`config.mk`:
```
export PLATFORM = sky130hd
export DESIGN_NAME = vco_post_div
export DESIGN_NICKNAME = d
export VERILOG_FILES = /design/src/rtl/div_tree_pkg.sv /design/src/rtl/div_cfg_regs.sv /design/src/rtl/tick_div.sv /design/src/rtl/tap_select.sv /design/src/rtl/vco_post_div.sv
export SDC_FILE = /design/constraint.sdc
export NUM_CORES = 1
export LEC_CHECK = 0
export BUFFER_PORTS_ARGS = -buffer_cell sky130_fd_sc_hd__buf_2
export CORE_ASPECT_RATIO = 0.75
export CORE_UTILIZATION = 55
export CTS_BUF_LIST = sky130_fd_sc_hd__clkbuf_8
export DETAILED_ROUTE_END_ITERATION = 10
export PLACE_DENSITY_LB_ADDON = 0.25
export SLEW_MARGIN = 20
export SYNTH_ARGS = -nofsm -noshare
export SYNTH_HDL_FRONTEND = slang
export SYNTH_SLANG_ARGS = --single-unit
```
`constraint.sdc`:
```
create_clock -name clk_i -period 2.4 [get_ports clk_i]
set_clock_uncertainty 0.2 [all_clocks]
set_input_delay 0.36 -clock clk_i [delete_from_list [all_inputs] [get_ports clk_i]]
set_output_delay 0.36 -clock clk_i [all_outputs]
set_load 0.01 [all_outputs]
```
`src/rtl/div_tree_pkg.sv`:
```
package div_tree_pkg;
  localparam int CFG_W    = 8;
  localparam int FIELD_W  = 4;
  localparam int BIT_LSB  = 0;
  localparam int PIX_LSB  = 4;
  localparam int TAP_LSB  = 0;
  localparam int TAP_W    = 2;
  localparam int SRC_BIT  = 2;
  localparam int EN_BIT   = 5;
  localparam int NSTAGE   = 6;

  typedef enum logic [TAP_W-1:0] {
    TAP_BIT       = 2'd0,
    TAP_BIT_HALF  = 2'd1,
    TAP_FIRST     = 2'd2,
    TAP_FIRST_QTR = 2'd3
  } tap_e;

  // stage indices
  localparam int ST_FIRST = 0;
  localparam int ST_BIT   = 1;
  localparam int ST_BYTE  = 2;
  localparam int ST_HALF  = 3;
  localparam int ST_QTR   = 4;
  localparam int ST_PIX   = 5;
endpackage

```
`src/rtl/div_cfg_regs.sv`:
```
module div_cfg_regs #(
  parameter int CFG_W  = 8,
  parameter int ODIV_W = 2
) (
  input  logic              clk_i,
  input  logic              rst_ni,
  input  logic              cfg0_we_i,
  input  logic [CFG_W-1:0]  cfg0_wdata_i,
  input  logic              cfg1_we_i,
  input  logic [CFG_W-1:0]  cfg1_wdata_i,
  input  logic              odiv_we_i,
  input  logic [ODIV_W-1:0] odiv_wdata_i,
  output logic [CFG_W-1:0]  cfg0_o,
  output logic [CFG_W-1:0]  cfg1_o,
  output logic [ODIV_W-1:0] odiv_o
);
  always_ff @(posedge clk_i or negedge rst_ni) begin
    if (!rst_ni) begin
      cfg0_o <= '0;
      cfg1_o <= '0;
      odiv_o <= '0;
    end else begin
      if (cfg0_we_i) cfg0_o <= cfg0_wdata_i;
      if (cfg1_we_i) cfg1_o <= cfg1_wdata_i;
      if (odiv_we_i) odiv_o <= odiv_wdata_i;
    end
  end
endmodule

```
`src/rtl/tick_div.sv`:
```
// One-based tick divider: ratio 0 = silent; ratio loads only while counter is zero.
module tick_div #(
  parameter int RW = 4
) (
  input  logic          clk_i,
  input  logic          rst_ni,
  input  logic [RW-1:0] ratio_i,
  input  logic          tick_i,
  output logic          tick_o,
  output logic          idle_o,
  output logic [RW-1:0] act_o
);
  logic [RW-1:0] cnt_q, act_q;
  logic          last;

  assign last   = (act_q != '0) && (cnt_q == act_q - 1'b1);
  assign tick_o = tick_i && last;
  assign idle_o = (cnt_q == '0);
  assign act_o  = act_q;

  always_ff @(posedge clk_i or negedge rst_ni) begin
    if (!rst_ni) begin
      cnt_q <= '0;
      act_q <= '0;
    end else begin
      if (cnt_q == '0) act_q <= ratio_i;
      if (tick_i && act_q != '0) cnt_q <= last ? '0 : cnt_q + 1'b1;
    end
  end
endmodule

```
`src/rtl/tap_select.sv`:
```
module tap_select #(
  parameter int SW = 2
) (
  input  logic              clk_i,
  input  logic              rst_ni,
  input  logic [SW-1:0]     sel_i,
  input  logic              upd_i,
  input  logic [(1<<SW)-1:0] taps_i,
  output logic              tick_o,
  output logic [SW-1:0]     sel_o
);
  logic [SW-1:0] sel_q;

  always_ff @(posedge clk_i or negedge rst_ni) begin
    if (!rst_ni)    sel_q <= '0;
    else if (upd_i) sel_q <= sel_i;
  end

  assign tick_o = taps_i[sel_q];
  assign sel_o  = sel_q;
endmodule

```
`src/rtl/vco_post_div.sv`:
```
module vco_post_div
  import div_tree_pkg::*;
#(
  parameter int DIV_W     = 4,
  parameter int ODIV_W    = 2,
  parameter int BYTE_DIV  = 8,
  parameter int HALF_DIV  = 2,
  parameter int QTR_DIV   = 4
) (
  input  logic              clk_i,
  input  logic              rst_ni,
  input  logic              int_tick_i,
  input  logic              ext_tick_i,
  input  logic              cfg0_we_i,
  input  logic [CFG_W-1:0]  cfg0_wdata_i,
  input  logic              cfg1_we_i,
  input  logic [CFG_W-1:0]  cfg1_wdata_i,
  input  logic              odiv_we_i,
  input  logic [ODIV_W-1:0] odiv_wdata_i,
  output logic              byte_en_o,
  output logic              pix_en_o
);
  localparam logic [DIV_W-1:0] BYTE_R = DIV_W'(BYTE_DIV);
  localparam logic [DIV_W-1:0] HALF_R = DIV_W'(HALF_DIV);
  localparam logic [DIV_W-1:0] QTR_R  = DIV_W'(QTR_DIV);
  localparam logic [DIV_W-1:0] ONE_R  = DIV_W'(1);

  logic [CFG_W-1:0]  cfg0_q, cfg1_q;
  logic [ODIV_W-1:0] odiv_q;
  logic              src_tick, gclk_en;
  logic [DIV_W-1:0]  first_ratio;
  logic              t_first, t_bit, t_byte, t_half, t_qtr, t_tap, t_pix;
  logic [TAP_W-1:0]  tap_q;
  logic [DIV_W-1:0]  stage_act  [NSTAGE];
  logic              stage_idle [NSTAGE];
  logic              unused_cfg;

  div_cfg_regs #(.CFG_W(CFG_W), .ODIV_W(ODIV_W)) u_regs (
    .clk_i, .rst_ni,
    .cfg0_we_i, .cfg0_wdata_i, .cfg1_we_i, .cfg1_wdata_i,
    .odiv_we_i, .odiv_wdata_i,
    .cfg0_o(cfg0_q), .cfg1_o(cfg1_q), .odiv_o(odiv_q)
  );

  assign unused_cfg  = ^{cfg1_q[7:6], cfg1_q[4:3]};
  assign gclk_en     = cfg1_q[EN_BIT];
  assign src_tick    = cfg1_q[SRC_BIT] ? ext_tick_i : int_tick_i;
  assign first_ratio = ONE_R << odiv_q;

  tick_div #(.RW(DIV_W)) u_first (
    .clk_i, .rst_ni, .ratio_i(first_ratio), .tick_i(src_tick), .tick_o(t_first),
    .idle_o(stage_idle[ST_FIRST]), .act_o(stage_act[ST_FIRST]));

  tick_div #(.RW(DIV_W)) u_bit (
    .clk_i, .rst_ni, .ratio_i(cfg0_q[BIT_LSB +: FIELD_W]), .tick_i(t_first),
    .tick_o(t_bit), .idle_o(stage_idle[ST_BIT]), .act_o(stage_act[ST_BIT]));

  tick_div #(.RW(DIV_W)) u_byte (
    .clk_i, .rst_ni, .ratio_i(BYTE_R), .tick_i(t_bit), .tick_o(t_byte),
    .idle_o(stage_idle[ST_BYTE]), .act_o(stage_act[ST_BYTE]));

  tick_div #(.RW(DIV_W)) u_half (
    .clk_i, .rst_ni, .ratio_i(HALF_R), .tick_i(t_bit), .tick_o(t_half),
    .idle_o(stage_idle[ST_HALF]), .act_o(stage_act[ST_HALF]));

  tick_div #(.RW(DIV_W)) u_qtr (
    .clk_i, .rst_ni, .ratio_i(QTR_R), .tick_i(t_first), .tick_o(t_qtr),
    .idle_o(stage_idle[ST_QTR]), .act_o(stage_act[ST_QTR]));

  // tap order follows tap_e encoding
  tap_select #(.SW(TAP_W)) u_tap (
    .clk_i, .rst_ni, .sel_i(cfg1_q[TAP_LSB +: TAP_W]), .upd_i(stage_idle[ST_PIX]),
    .taps_i({t_qtr, t_first, t_half, t_bit}), .tick_o(t_tap), .sel_o(tap_q));

  tick_div #(.RW(DIV_W)) u_pix (
    .clk_i, .rst_ni, .ratio_i(cfg0_q[PIX_LSB +: FIELD_W]), .tick_i(t_tap),
    .tick_o(t_pix), .idle_o(stage_idle[ST_PIX]), .act_o(stage_act[ST_PIX]));

  always_ff @(posedge clk_i or negedge rst_ni) begin
    if (!rst_ni) begin
      byte_en_o <= 1'b0;
      pix_en_o  <= 1'b0;
    end else begin
      byte_en_o <= gclk_en && t_byte;
      pix_en_o  <= gclk_en && t_pix;
    end
  end
endmodule

```
==> impl_metrics.toml <==
[logic_synthesis]
synth_xor_area_share_pct = 6.97
yosys.area_share.simple_pct = 16.4
synth_edf_count = 0
synth-main-ff-cell = "dfrtp_1"
synth_top_cell_by_area = "dfrtp_1"
ys_seq_area_share_pct = 49.1
synth_top_family_by_area = "simple AND/OR/NAND/NOR gates"
synth_warnings = 0
synth.area.mux_share_pct = 9.60
ys_ff_latch = 57
yosys.area.top_type_share_pct = 49.1
yosys-top-cells-area = "dfrtp_1 49%, mux2_2 8.1%, ha_1 7.3%, nand2_1 4.1%, o21ai_0 3.8%"
synth-adder-area-share_pct = 7.31
synth_compound_area_share_pct = 7.57
yosysUniqueCellTypes = 40
synthCells = 269
synth_nets = 311
async_flop_share_pct = 100
synth.avg_cell_area_sq_um = 10.8
syn_area_sq_um = 2910

[finish]
largest_reg_flops = 8
areaGrowthSynthToFinish_pct = 22.5
final_cell_mix = "57 x dfrtp_1, 31 x nand2_1, 22 x o21ai_0, 22 x buf_2"
drive_gt1_share_pct = 28.7
n_fill_cell = 378
nNetsFinal = 364
seq_area_sq_um = 1430
final_common_cell = "dfrtp_1"
regMostFlops = "u_regs.cfg0_o"
multi_input_area_sq_um = 1440
diodes = 0

[timing]
slew_viol_final = 0
max_freq_mhz = 427
max_slew_margin_pct = 62.4
min_period_ps = 2340
fin_ws_ps = 55.8
period_share_pct = 97.7
finalHoldViolCount = 0
tightest_slew_ps = 560
fin_hold_ws_ps = 52.0
setup_violations = 0

[drt]
drtPass1Iterations = 4
routed_via_density = 5.17
dr_total_vias = 2061
antenna_left = 0
wl_per_cell_microns = 13.8
drt_wl_total_mm = 5.53
drc = 0
initialDrtViolationCount = 103

[floorplan]
die_x_microns = 86.0
pin_count = 27
dieHeight_microns = 65.0
start_util_pct = 58.4
core-area_sq_um = 4980
die-area_sq_um = 5580
rows = 22

[worst_setup_path]
crit_type = "reg -> reg"
reg2reg_from = "u_bit.act_o[0]$_DFFE_PN0N_"
cp_data_arrival_time_ps = 2390
cp.required_ps = 2450
crit_fanout = 4
rr_worst_depth = 8
startpoint_type = "flip-flop"
regToRegEndpoint = "u_pix.cnt_q[3]$_DFFE_PN0P_"
critPathCaptureType = "flip-flop"
reg2reg_setup_slack_ps = 60

[run_status]
status = "completed"

[min_path]
hold_depth = 2
hp-start = "odiv_wdata_i[1]"
hold_class = "in -> reg"
whs_endpoint = "u_regs.odiv_o[1]$_DFFE_PN0P_"

[global_routing]
antenna_found_initial = 0
overflow = 0
grt_pass1_vias = 2011
track_usage_pct = 22.6
grt_max_degree = 22
grt_pass1_wl_mm = 9.38

[job]
timing.max_cap.violations = 0

[clocking]
cts-root-buf = "clkbuf_8"
clk_latency_ps = 330
cts-htree-levels = 3
cts_tree = "done"
path_clk_slew_ps = 60
cts.path.max_buffers = 2
cts_buffers = 9
clkSinkCount = 57

[placed_design]
dp_hpwl_mm = 3.98
place_ws_ps = 31.9
io_buffer_count = 22
gp_congestion = 0.787

[power]
powerDensity_nw_per_um2 = 801
p_leak_nw = 1.70
peakVddDrop_mv = 0.595
total_power_mw = 2.85
==> synthesized netlist by cell type (2+ instances only) <==
cell type,number
a21o_1,4
dfrtp_1,57
ha_1,17
inv_1,20
mux2_1,2
mux2_2,21
mux2i_1,2
nand2_1,32
nand2b_1,6
nand3_1,11
nand4_1,3
nor2_1,18
nor2b_1,3
nor3_1,4
nor3b_1,4
o21ai_0,22
o31ai_1,2
or2_1,2
xnor2_1,10
xnor3_1,2
xor2_1,8
==> per-stage QoR <==
step | setup TNS (ps) | util (%) | cell area (sq um) | cells
2_1_floorplan | 0 | - | 2910 | 269
3_3_place_gp | 0 | 64.5 | 3210 | 376
3_5_place_dp | 0 | 64.5 | 3210 | 376
4_1_cts | 0 | 69.7 | 3470 | 393
5_1_grt | -49.4 | 71.5 | 3560 | 399
6_report | 0 | 71.5 | 3560 | 399
==> cells by family after synthesis <==
family                     count (synthesis)
AOI/OAI and AO/OA                         34
and+or+nand+nor                           93
adders and majority gates                 17
buffers and inverters                     23
xor gates and xnor gates                  20
muxes                                     25
DFF                                       57
==> final cells by class <==
class                   count  share of cell area (%)
multi-input cells         189                    40.4
flip-flops and latches     57                    40.0
repair buffers             45                    8.11
clock buffers              10                    3.86
clock inverters             6                    2.99
well taps                  72                    2.53
inverters                  20                    2.11
==> worst max-delay path by stage <==
stage	start	cells after the start	endpoint
3_5_place_dp	u_bit.act_o[1]$_DFFE_PN0N_	8	u_pix.cnt_q[3]$_DFFE_PN0P_
5_1_grt	u_bit.act_o[0]$_DFFE_PN0N_	8	u_pix.cnt_q[3]$_DFFE_PN0P_
4_1_cts	u_bit.act_o[1]$_DFFE_PN0N_	8	u_byte.cnt_q[1]$_DFFE_PN0P_
2_1_floorplan	u_first.act_o[0]$_DFFE_PN0N_	10	u_byte.cnt_q[3]$_DFFE_PN0P_
3_3_place_gp	u_bit.act_o[0]$_DFFE_PN0N_	8	u_pix.cnt_q[3]$_DFFE_PN0P_
6_report	u_bit.act_o[0]$_DFFE_PN0N_	8	u_pix.cnt_q[3]$_DFFE_PN0P_
==> power breakdown <==
part           total [mW]  internal [mW]  switching, mW
clock network        1.09          0.712          0.379
registers            1.15           1.05         0.0977
logic               0.614          0.291          0.323
==> critical path, cell delays in order, from the launching register on <==
cell	delay, ps
dfrtp_1	390
inv_2	90
ha_4	210
xor2_2	170
nand4_1	210
nor4_4	350
o211ai_4	120
or4_1	410
o211ai_1	90
==> what timing repair did <==
action / in CTS / in global routing
hold buffers: 1 / 0
cloned: 0 / 0
hold endpoints to repair: 19 / 0
resized for setup: 1 / 11
setup buffers: 0 / 6
endpoints found under the setup margin: 1 / 7
pin swaps: 2 / 4
==> layer usage <==
| layer | track usage, % | wire length, microns |
|---|---|---|
| met5 | 0 | 0 |
| met4 | 5.63 | 59 |
| met3 | 9.30 | 198 |
| met2 | 35.9 | 2700 |
| met1 | 28.8 | 2570 |
Note: power is estimated with default switching activity, not from simulation.
